==> config.mk <==
export PLATFORM = sky130hd
export DESIGN_NAME = pgfault_sup
export DESIGN_NICKNAME = d
export VERILOG_FILES = /design/src/rtl/pgfault_pkg.sv /design/src/rtl/pgfault_vwin.sv /design/src/rtl/pgfault_dwell.sv /design/src/rtl/pgfault_sup.sv
export SDC_FILE = /design/constraint.sdc
export NUM_CORES = 1
export LEC_CHECK = 0
export CORE_MARGIN = 4
export CORE_UTILIZATION = 61
export CTS_CLUSTER_SIZE = 8
export DETAILED_ROUTE_END_ITERATION = 6
export DONT_BUFFER_PORTS = 1
export GPL_ROUTABILITY_DRIVEN = 0
export PLACE_DENSITY = 0.89
export REMOVE_ABC_BUFFERS = 1
export SLEW_MARGIN = 40
export SYNTH_ARGS = -nofsm -noshare
export SYNTH_HDL_FRONTEND = slang
export SYNTH_HIERARCHICAL = 1
export SYNTH_SLANG_ARGS = --single-unit
==> constraint.sdc <==
create_clock -name clk -period 2.59 [get_ports clk]
set_clock_uncertainty 0.05 [all_clocks]
set_input_delay 0.518 -clock clk [delete_from_list [all_inputs] [get_ports clk]]
set_output_delay 0.518 -clock clk [all_outputs]
set_load 0.005 [all_outputs]
==> src/rtl/pgfault_pkg.sv <==
package pgfault_pkg;

    typedef enum logic [2:0] {
        ST_OFF,
        ST_RUN,
        ST_OVP_LATCH,
        ST_OCP_DRAIN,
        ST_OCP_BLANK,
        ST_OTP_WAIT
    } sup_state_t;

    // Levels in twentieths of the target (5 % steps).
    function automatic logic [4:0] pg_rise_k(input logic [1:0] sel);
        return 5'd16 + {3'd0, sel};
    endfunction

    function automatic logic [4:0] ovp_trip_k(input logic [1:0] sel);
        return 5'd21 + {3'd0, sel};
    endfunction

    // Current limit in 1/16 A steps.
    function automatic logic [7:0] oc_limit(input logic [1:0] sel);
        case (sel)
            2'd0:    return 8'd64;
            2'd1:    return 8'd96;
            default: return 8'd128;
        endcase
    endfunction

    // Thermal limit in degrees.
    function automatic logic [7:0] ot_limit(input logic [1:0] sel);
        case (sel)
            2'd0:    return 8'd75;
            2'd1:    return 8'd85;
            2'd2:    return 8'd125;
            default: return 8'd145;
        endcase
    endfunction

endpackage

==> src/rtl/pgfault_vwin.sv <==
module pgfault_vwin #(
    parameter int CODE_W = 10
) (
    input  logic [CODE_W-1:0] sense,
    input  logic [CODE_W-1:0] target,
    input  logic [1:0]        pg_sel,
    input  logic [1:0]        ovp_sel,
    output logic              pg_rise,
    output logic              pg_fall,
    output logic              ov_above,
    output logic              ov_release
);
    localparam int PW = CODE_W + 5;

    logic [PW-1:0] sense_x20;
    logic [PW-1:0] pg_hi_lvl, pg_lo_lvl, ov_hi_lvl, ov_lo_lvl;
    logic [4:0]    pg_k, ov_k;

    assign pg_k = pgfault_pkg::pg_rise_k(pg_sel);
    assign ov_k = pgfault_pkg::ovp_trip_k(ovp_sel);

    assign sense_x20 = PW'({sense, 4'b0000}) + PW'({sense, 2'b00});
    assign pg_hi_lvl = PW'(target) * PW'(pg_k);
    assign pg_lo_lvl = PW'(target) * PW'(pg_k - 5'd1);
    assign ov_hi_lvl = PW'(target) * PW'(ov_k);
    assign ov_lo_lvl = PW'(target) * PW'(ov_k - 5'd1);

    assign pg_rise    = sense_x20 > pg_hi_lvl;
    assign pg_fall    = sense_x20 < pg_lo_lvl;
    assign ov_above   = sense_x20 > ov_hi_lvl;
    assign ov_release = sense_x20 < ov_lo_lvl;
endmodule

==> src/rtl/pgfault_dwell.sv <==
module pgfault_dwell #(
    parameter int LIMIT = 4
) (
    input  logic clk,
    input  logic rst_n,
    input  logic run,
    output logic done
);
    localparam int CW = (LIMIT > 1) ? $clog2(LIMIT) : 1;
    localparam logic [CW-1:0] LAST = CW'(LIMIT - 1);

    logic [CW-1:0] cnt_q;

    always_ff @(posedge clk or negedge rst_n) begin
        if (!rst_n)
            cnt_q <= '0;
        else if (!run)
            cnt_q <= '0;
        else if (cnt_q != LAST)
            cnt_q <= cnt_q + 1'b1;
    end

    assign done = run && (cnt_q == LAST);
endmodule

==> src/rtl/pgfault_sup.sv <==
module pgfault_sup
    import pgfault_pkg::*;
#(
    parameter int CODE_W      = 10,
    parameter int CUR_W       = 8,
    parameter int TEMP_W      = 8,
    parameter int OVP_DLY_CYC = 500,
    parameter int BLANK_CYC   = 2000000
) (
    input  logic              clk,
    input  logic              rst_n,
    input  logic              en_i,
    input  logic              supply_ok_i,
    input  logic [CODE_W-1:0] vsense_i,
    input  logic [CODE_W-1:0] vtarget_i,
    input  logic [CUR_W-1:0]  cur_i,
    input  logic [TEMP_W-1:0] temp_i,
    input  logic              ss_near_i,
    input  logic              sw_started_i,
    input  logic [1:0]        cfg_pg_sel,
    input  logic [1:0]        cfg_pg_mode,
    input  logic [1:0]        cfg_ovp_sel,
    input  logic [1:0]        cfg_ocp_sel,
    input  logic [1:0]        cfg_otp_sel,
    output logic              pg_o,
    output logic              ctl_off_o,
    output logic              sync_off_o,
    output logic              sync_on_o,
    output logic              ss_reset_o
);
    sup_state_t state_q, state_d;
    logic pg_q, pg_d, startup_q, seen_q, dis_q;
    logic pg_rise, pg_fall, ov_above, ov_release;
    logic ovp_trip, blank_done, oc_trip, ot_trip, ot_clear, live, lvl_ok;
    logic [CUR_W-1:0]  oc_lim;
    logic [TEMP_W-1:0] ot_lim;

    pgfault_vwin #(.CODE_W(CODE_W)) vwin_i (
        .sense(vsense_i), .target(vtarget_i),
        .pg_sel(cfg_pg_sel), .ovp_sel(cfg_ovp_sel),
        .pg_rise(pg_rise), .pg_fall(pg_fall),
        .ov_above(ov_above), .ov_release(ov_release)
    );

    pgfault_dwell #(.LIMIT(OVP_DLY_CYC)) ovp_dly_i (
        .clk(clk), .rst_n(rst_n),
        .run(ov_above && (state_q != ST_OFF)), .done(ovp_trip)
    );

    pgfault_dwell #(.LIMIT(BLANK_CYC)) blank_i (
        .clk(clk), .rst_n(rst_n),
        .run(state_q == ST_OCP_BLANK), .done(blank_done)
    );

    assign live     = en_i && supply_ok_i;
    assign oc_lim   = CUR_W'(oc_limit(cfg_ocp_sel));
    assign ot_lim   = TEMP_W'(ot_limit(cfg_otp_sel));
    assign oc_trip  = cur_i > oc_lim;
    assign ot_trip  = temp_i > ot_lim;
    assign ot_clear = temp_i < (ot_lim - TEMP_W'(20));

    // Next-state decision, OVP > OCP > OTP.
    always_comb begin
        state_d = state_q;
        if (!live) begin
            state_d = ST_OFF;
        end else begin
            unique case (state_q)
                ST_OFF:       state_d = ST_RUN;
                ST_RUN: begin
                    if (ovp_trip)     state_d = ST_OVP_LATCH;
                    else if (oc_trip) state_d = ST_OCP_DRAIN;
                    else if (ot_trip) state_d = ST_OTP_WAIT;
                end
                ST_OCP_DRAIN: begin
                    if (ovp_trip)          state_d = ST_OVP_LATCH;
                    else if (cur_i == '0)  state_d = ST_OCP_BLANK;
                end
                ST_OCP_BLANK: begin
                    if (ovp_trip)        state_d = ST_OVP_LATCH;
                    else if (blank_done) state_d = ST_RUN;
                end
                ST_OTP_WAIT: begin
                    if (ovp_trip)      state_d = ST_OVP_LATCH;
                    else if (ot_clear) state_d = ST_RUN;
                end
                ST_OVP_LATCH: state_d = ST_OVP_LATCH;
            endcase
        end
    end

    // Power-good qualification.
    always_comb begin
        if (!cfg_pg_mode[0] && startup_q)
            lvl_ok = ss_near_i;
        else if (pg_q)
            lvl_ok = !pg_fall;
        else
            lvl_ok = pg_rise;
        pg_d = (state_q == ST_RUN) && (state_d == ST_RUN) &&
               !ov_above && seen_q && lvl_ok;
    end

    // State register.
    always_ff @(posedge clk or negedge rst_n) begin
        if (!rst_n) begin
            state_q   <= ST_OFF;
            pg_q      <= 1'b0;
            startup_q <= 1'b1;
            seen_q    <= 1'b0;
            dis_q     <= 1'b1;
        end else begin
            state_q   <= state_d;
            pg_q      <= pg_d;
            startup_q <= (state_q != ST_RUN) ? 1'b1 : (startup_q && !pg_d);
            seen_q    <= (state_q != ST_RUN) ? 1'b0 : (seen_q || sw_started_i);
            if (state_q != ST_OVP_LATCH) dis_q <= 1'b1;
            else if (ov_above)           dis_q <= 1'b1;
            else if (ov_release)         dis_q <= 1'b0;
        end
    end

    // Output decode.
    always_comb begin
        pg_o       = pg_q;
        ctl_off_o  = 1'b1;
        sync_off_o = 1'b0;
        sync_on_o  = 1'b0;
        ss_reset_o = 1'b1;
        unique case (state_q)
            ST_RUN: begin
                ctl_off_o  = 1'b0;
                ss_reset_o = 1'b0;
            end
            ST_OVP_LATCH: begin
                sync_on_o  = dis_q;
                sync_off_o = !dis_q;
            end
            ST_OCP_DRAIN: sync_on_o  = 1'b1;
            ST_OFF, ST_OCP_BLANK, ST_OTP_WAIT: sync_off_o = 1'b1;
        endcase
    end
endmodule

==> impl_metrics.env <==
export IMPL_max_slew_worst_pin_slew_ns=0.573
export IMPL_total_power_of_the_final_layout_uw=8390
export IMPL_cts_buffers=5
export IMPL_dieArea_um2=18100
export IMPL_layout_min_cycle_time_ns=5.95
export IMPL_synth_edff_count=0
export IMPL_dieHeight_um=135
export IMPL_worst_max_slew_margin_expressed_relative_to_the_limit_pct=60.8
export IMPL_synth_seq_cells=37
export IMPL_ys_seq_area_share_pct=9.49
export IMPL_setup_worst_path_class="input pin to flip-flop"
export IMPL_clkTransAtPathRegs_ns=0.06
export IMPL_layoutNonFillerInstCount=1562
export IMPL_synth_warnings=6
export IMPL_ctsHtreeMaxLevel=2
export IMPL_dpl_hpwl_mm=21.5
export IMPL_initialDrtViolationCount=673
export IMPL_grt_antenna_before_repair=0
export IMPL_ir_drop_worst_case_vdd_mv=0.938
export IMPL_drt_wirelength_per_cell_um=19.5
export IMPL_synth_cells=1170
export IMPL_layout_cell_share_with_drive_strength_beyond_1_pct=21.4
export IMPL_p_leak_uw=0.00611
export IMPL_setup_violations=15
export IMPL_clock_insertion_delay_worst_skew_ns=0.29
export IMPL_tritoncts="done"
export IMPL_cts_sinks=37
export IMPL_hold_class="input pin to async pin"
export IMPL_floorplan_rows=46
export IMPL_num_io_pins=57
export IMPL_place_port_buffers=0
export IMPL_viasPerCell=6.26
export IMPL_report_final_hold_viol_count=0
export IMPL_vias=9783
export IMPL_num_nets_final=1677
export IMPL_initial_core_util_pct=61.8
export IMPL_status="finished, violations left"
export IMPL_area_delta_synth_final_pct=23.1
export IMPL_global_route_overflow_total=0
export IMPL_floorplan_die_width_um=135
export IMPL_place_ws_ns=-4.15
export IMPL_synth_area_per_cell_um2=8.36
export IMPL_drv_slew=0
export IMPL_design_core_area_um2=15800
export IMPL_syn_area_um2=9790
export IMPL_clock_root_buffer="clkbuf_16"
export IMPL_dpl_cell_count=1543
export IMPL_worstPathRequired_ns=2.76
export IMPL_antennaDiodeCount=0
export IMPL_worst_setup_ep_type="flip-flop"
export IMPL_drc=0
export IMPL_violations_in_the_final_reports="negative setup slack"
export IMPL_r2r_worst_path_cells=10
export IMPL_ys_flop_type="dfrtp_1"
export IMPL_timing_critical_path_arrival_ns=6.12
export IMPL_setup_repair_after_global_routing_missed_its_margin="true"
export IMPL_detail_route_antenna_nets=0
export IMPL_max_freq_ghz=0.168
export IMPL_gr_usage_all_layers_pct=32.9
export IMPL_routed_wl_mm=30.5
export IMPL_timing_max_cap_violations=0
export IMPL_crit_fanout=10
export IMPL_first_pass_grt_wire_length_mm=48.8
export IMPL_synth_distinct_cells=81
export IMPL_setup_ws_ns=-3.36
export IMPL_drt_pass1_iter_count=7
export IMPL_timing_critical_path_from_type="input pin"
export IMPL_ys_async_sr_fraction_pct=100
export IMPL_powerDensity_nw_per_um2=697
export IMPL_grt_start_max_net_pins=36
export IMPL_timing_final_crit_share_pct=230
export IMPL_grt_pass1_vias=10358
export IMPL_clockBufferDepth=2
## what timing repair did
item                                   CTS  global route
buffers inserted                         8             3
pin swaps                               49            16
endpoints found under the hold margin   35             0
setup endpoints to repair               15            15
resized for setup                       62            25
hold buffers                             1             0
## cell families after synthesis
kind of cell	share of synthesized area, %
other	0.0767
adders and majority gates	41.6
xor gates and xnor gates	4.56
and+or+nand+nor	19.8
DFF	9.49
AOI/OAI and AO/OA	16.5
muxes	0.665
buffers and inverters	7.30
## Yosys cell counts (all sizes together), types with 3 or more instances
cell type | number | area [um^2]
a2111oi | 4 | 53.8
a211o | 3 | 26.3
a211oi | 11 | 92.6
a21boi | 5 | 37.5
a21o | 30 | 226
a21oi | 53 | 269
a221o | 4 | 40.0
a221oi | 4 | 35.0
a311oi | 3 | 26.3
a31oi | 12 | 81.3
and2 | 32 | 200
and3 | 11 | 68.8
and4 | 9 | 80.1
clkbuf | 25 | 93.8
clkinv | 3 | 11.3
dfrtp | 35 | 876
fa | 76 | 1520
ha | 204 | 2550
inv | 159 | 597
mux2i | 5 | 50.1
nand2 | 77 | 289
nand2b | 24 | 150
nand3 | 25 | 125
nand4 | 9 | 62.6
nand4b | 4 | 35.0
nor2 | 98 | 375
nor2b | 20 | 128
nor3 | 19 | 95.1
nor4 | 7 | 43.8
nor4b | 3 | 26.3
o2111ai | 3 | 26.3
o211ai | 11 | 82.6
o21a | 10 | 76.3
o21ai | 52 | 260
o21bai | 4 | 30.0
o221ai | 3 | 32.5
o31ai | 6 | 45.0
o41ai | 3 | 48.8
or3 | 16 | 105
or4 | 6 | 56.3
xnor2 | 25 | 219
xor2 | 26 | 228
## cell usage in the layout (no fill, tap or decap), types with 5 or more instances in the layout
master       n
inv_1      149
inv_2       10
dfrtp_1     35
nor4_1       6
and4_1       7
a211oi_1     5
o211ai_1    11
clkbuf_16    5
and3_1       8
ha_4        13
nor3_1      18
nand4_1      8
nor2_1      93
a31oi_1     10
nand3_1     25
o21ai_1      5
xnor2_1     25
mux2i_1      5
nand2_1     75
or3_1       15
and2_1      30
o21a_1       9
conb_1       9
xor2_1      24
nor2b_1     17
ha_1       191
a21o_1      29
a211oi_2     6
nand2b_1    18
o31ai_1      5
nand2b_4     6
buf_4      184
a21oi_1     49
fa_1        76
o21ai_0     43
## sequential cells by signal (all words and copies together) (netlist names)
name	cells
blank_i/cnt_q	21
ovp_dly_i/cnt_q	9
state_q	3
dis_q	1
pg_o	1
seen_q	1
startup_q	1
## through the flow
stage / hold WS (ns) / util (%) / setup TNS, ns / area [um^2]
3_3_place_gp: 0.173 / 71.6 / -49.12 / 11300
6_report: 0.00643 / 76.1 / -41.92 / 12000
5_1_grt: 0.0125 / 76.1 / -44.48 / 12000
2_1_floorplan: 0.172 / - / -47.76 / 9710
4_1_cts: 0.0174 / 75.1 / -38.86 / 11900
3_5_place_dp: 0.173 / 71.6 / -53.87 / 11300
## where the power goes
group          switching (uW)  internal, uW  leakage [uW]
logic                    3580          3480       0.00552
registers                11.4           587      0.000508
clock network             258           481     0.0000831
total                    3850          4550       0.00611
## final cells by class
cell class / instances / area, um^2
clock buffer: 6 / 139
timing repair buffer: 188 / 1450
sequential: 37 / 928
fill: 932 / 3780
clock inverter: 2 / 37.5
tap: 216 / 270
multi-input combinational: 951 / 8610
inverter: 162 / 608
## metal layers
| metal | global-route usage (%) | wire (um) | vias to the layer above |
|---|---|---|---|
| met4 | 20.7 | 2070 | 0 |
| li1 | - | - | 4391 |
| met5 | 0 | 0 | - |
| met1 | 36.8 | 11400 | 4675 |
| met3 | 7.45 | 2320 | 193 |
| met2 | 56.7 | 14600 | 524 |
## path summary, 6_finish.rpt
kind	endpoint	startpoint	slack [ns]
hold / removal	ovp_dly_i/cnt_q[5]$_DFFE_PN0P_	rst_n	0.006
setup reg to reg	pg_o$_DFF_PN0_	blank_i/cnt_q[7]$_DFFE_PN0P_	-0.29
hold reg to reg	seen_q$_DFF_PN0_	seen_q$_DFF_PN0_	0.50
min in group clk	seen_q$_DFF_PN0_	sw_started_i	0.32
max in group asynchronous	state_q[0]$_DFF_PN0_	rst_n	2.30
setup / recovery	startup_q$_DFF_PN1_	cfg_ovp_sel[0]	-3.36
## worst max-delay path: stages
cell and delay [ns]:
ha_4 0.17, and2_4 0.15, fa_1 0.55, inv_1 0.05, fa_1 0.46, fa_1 0.51, inv_2 0.06, ha_4 0.28
nor2b_4 0.17, o2111ai_4 0.17, a31o_4 0.26, and4_1 0.17, a211oi_2 0.24, ha_1 0.29, and4_1 0.17, and3_4 0.18
o21ai_1 0.08, and4b_1 0.24, a21oi_2 0.05, nor2b_4 0.13, and2_4 0.16, inv_2 0.06, and4_1 0.18, a22oi_2 0.08
or4_4 0.46, a21oi_2 0.16, o31ai_1 0.09
Note: power is estimated with default switching activity, not from simulation.
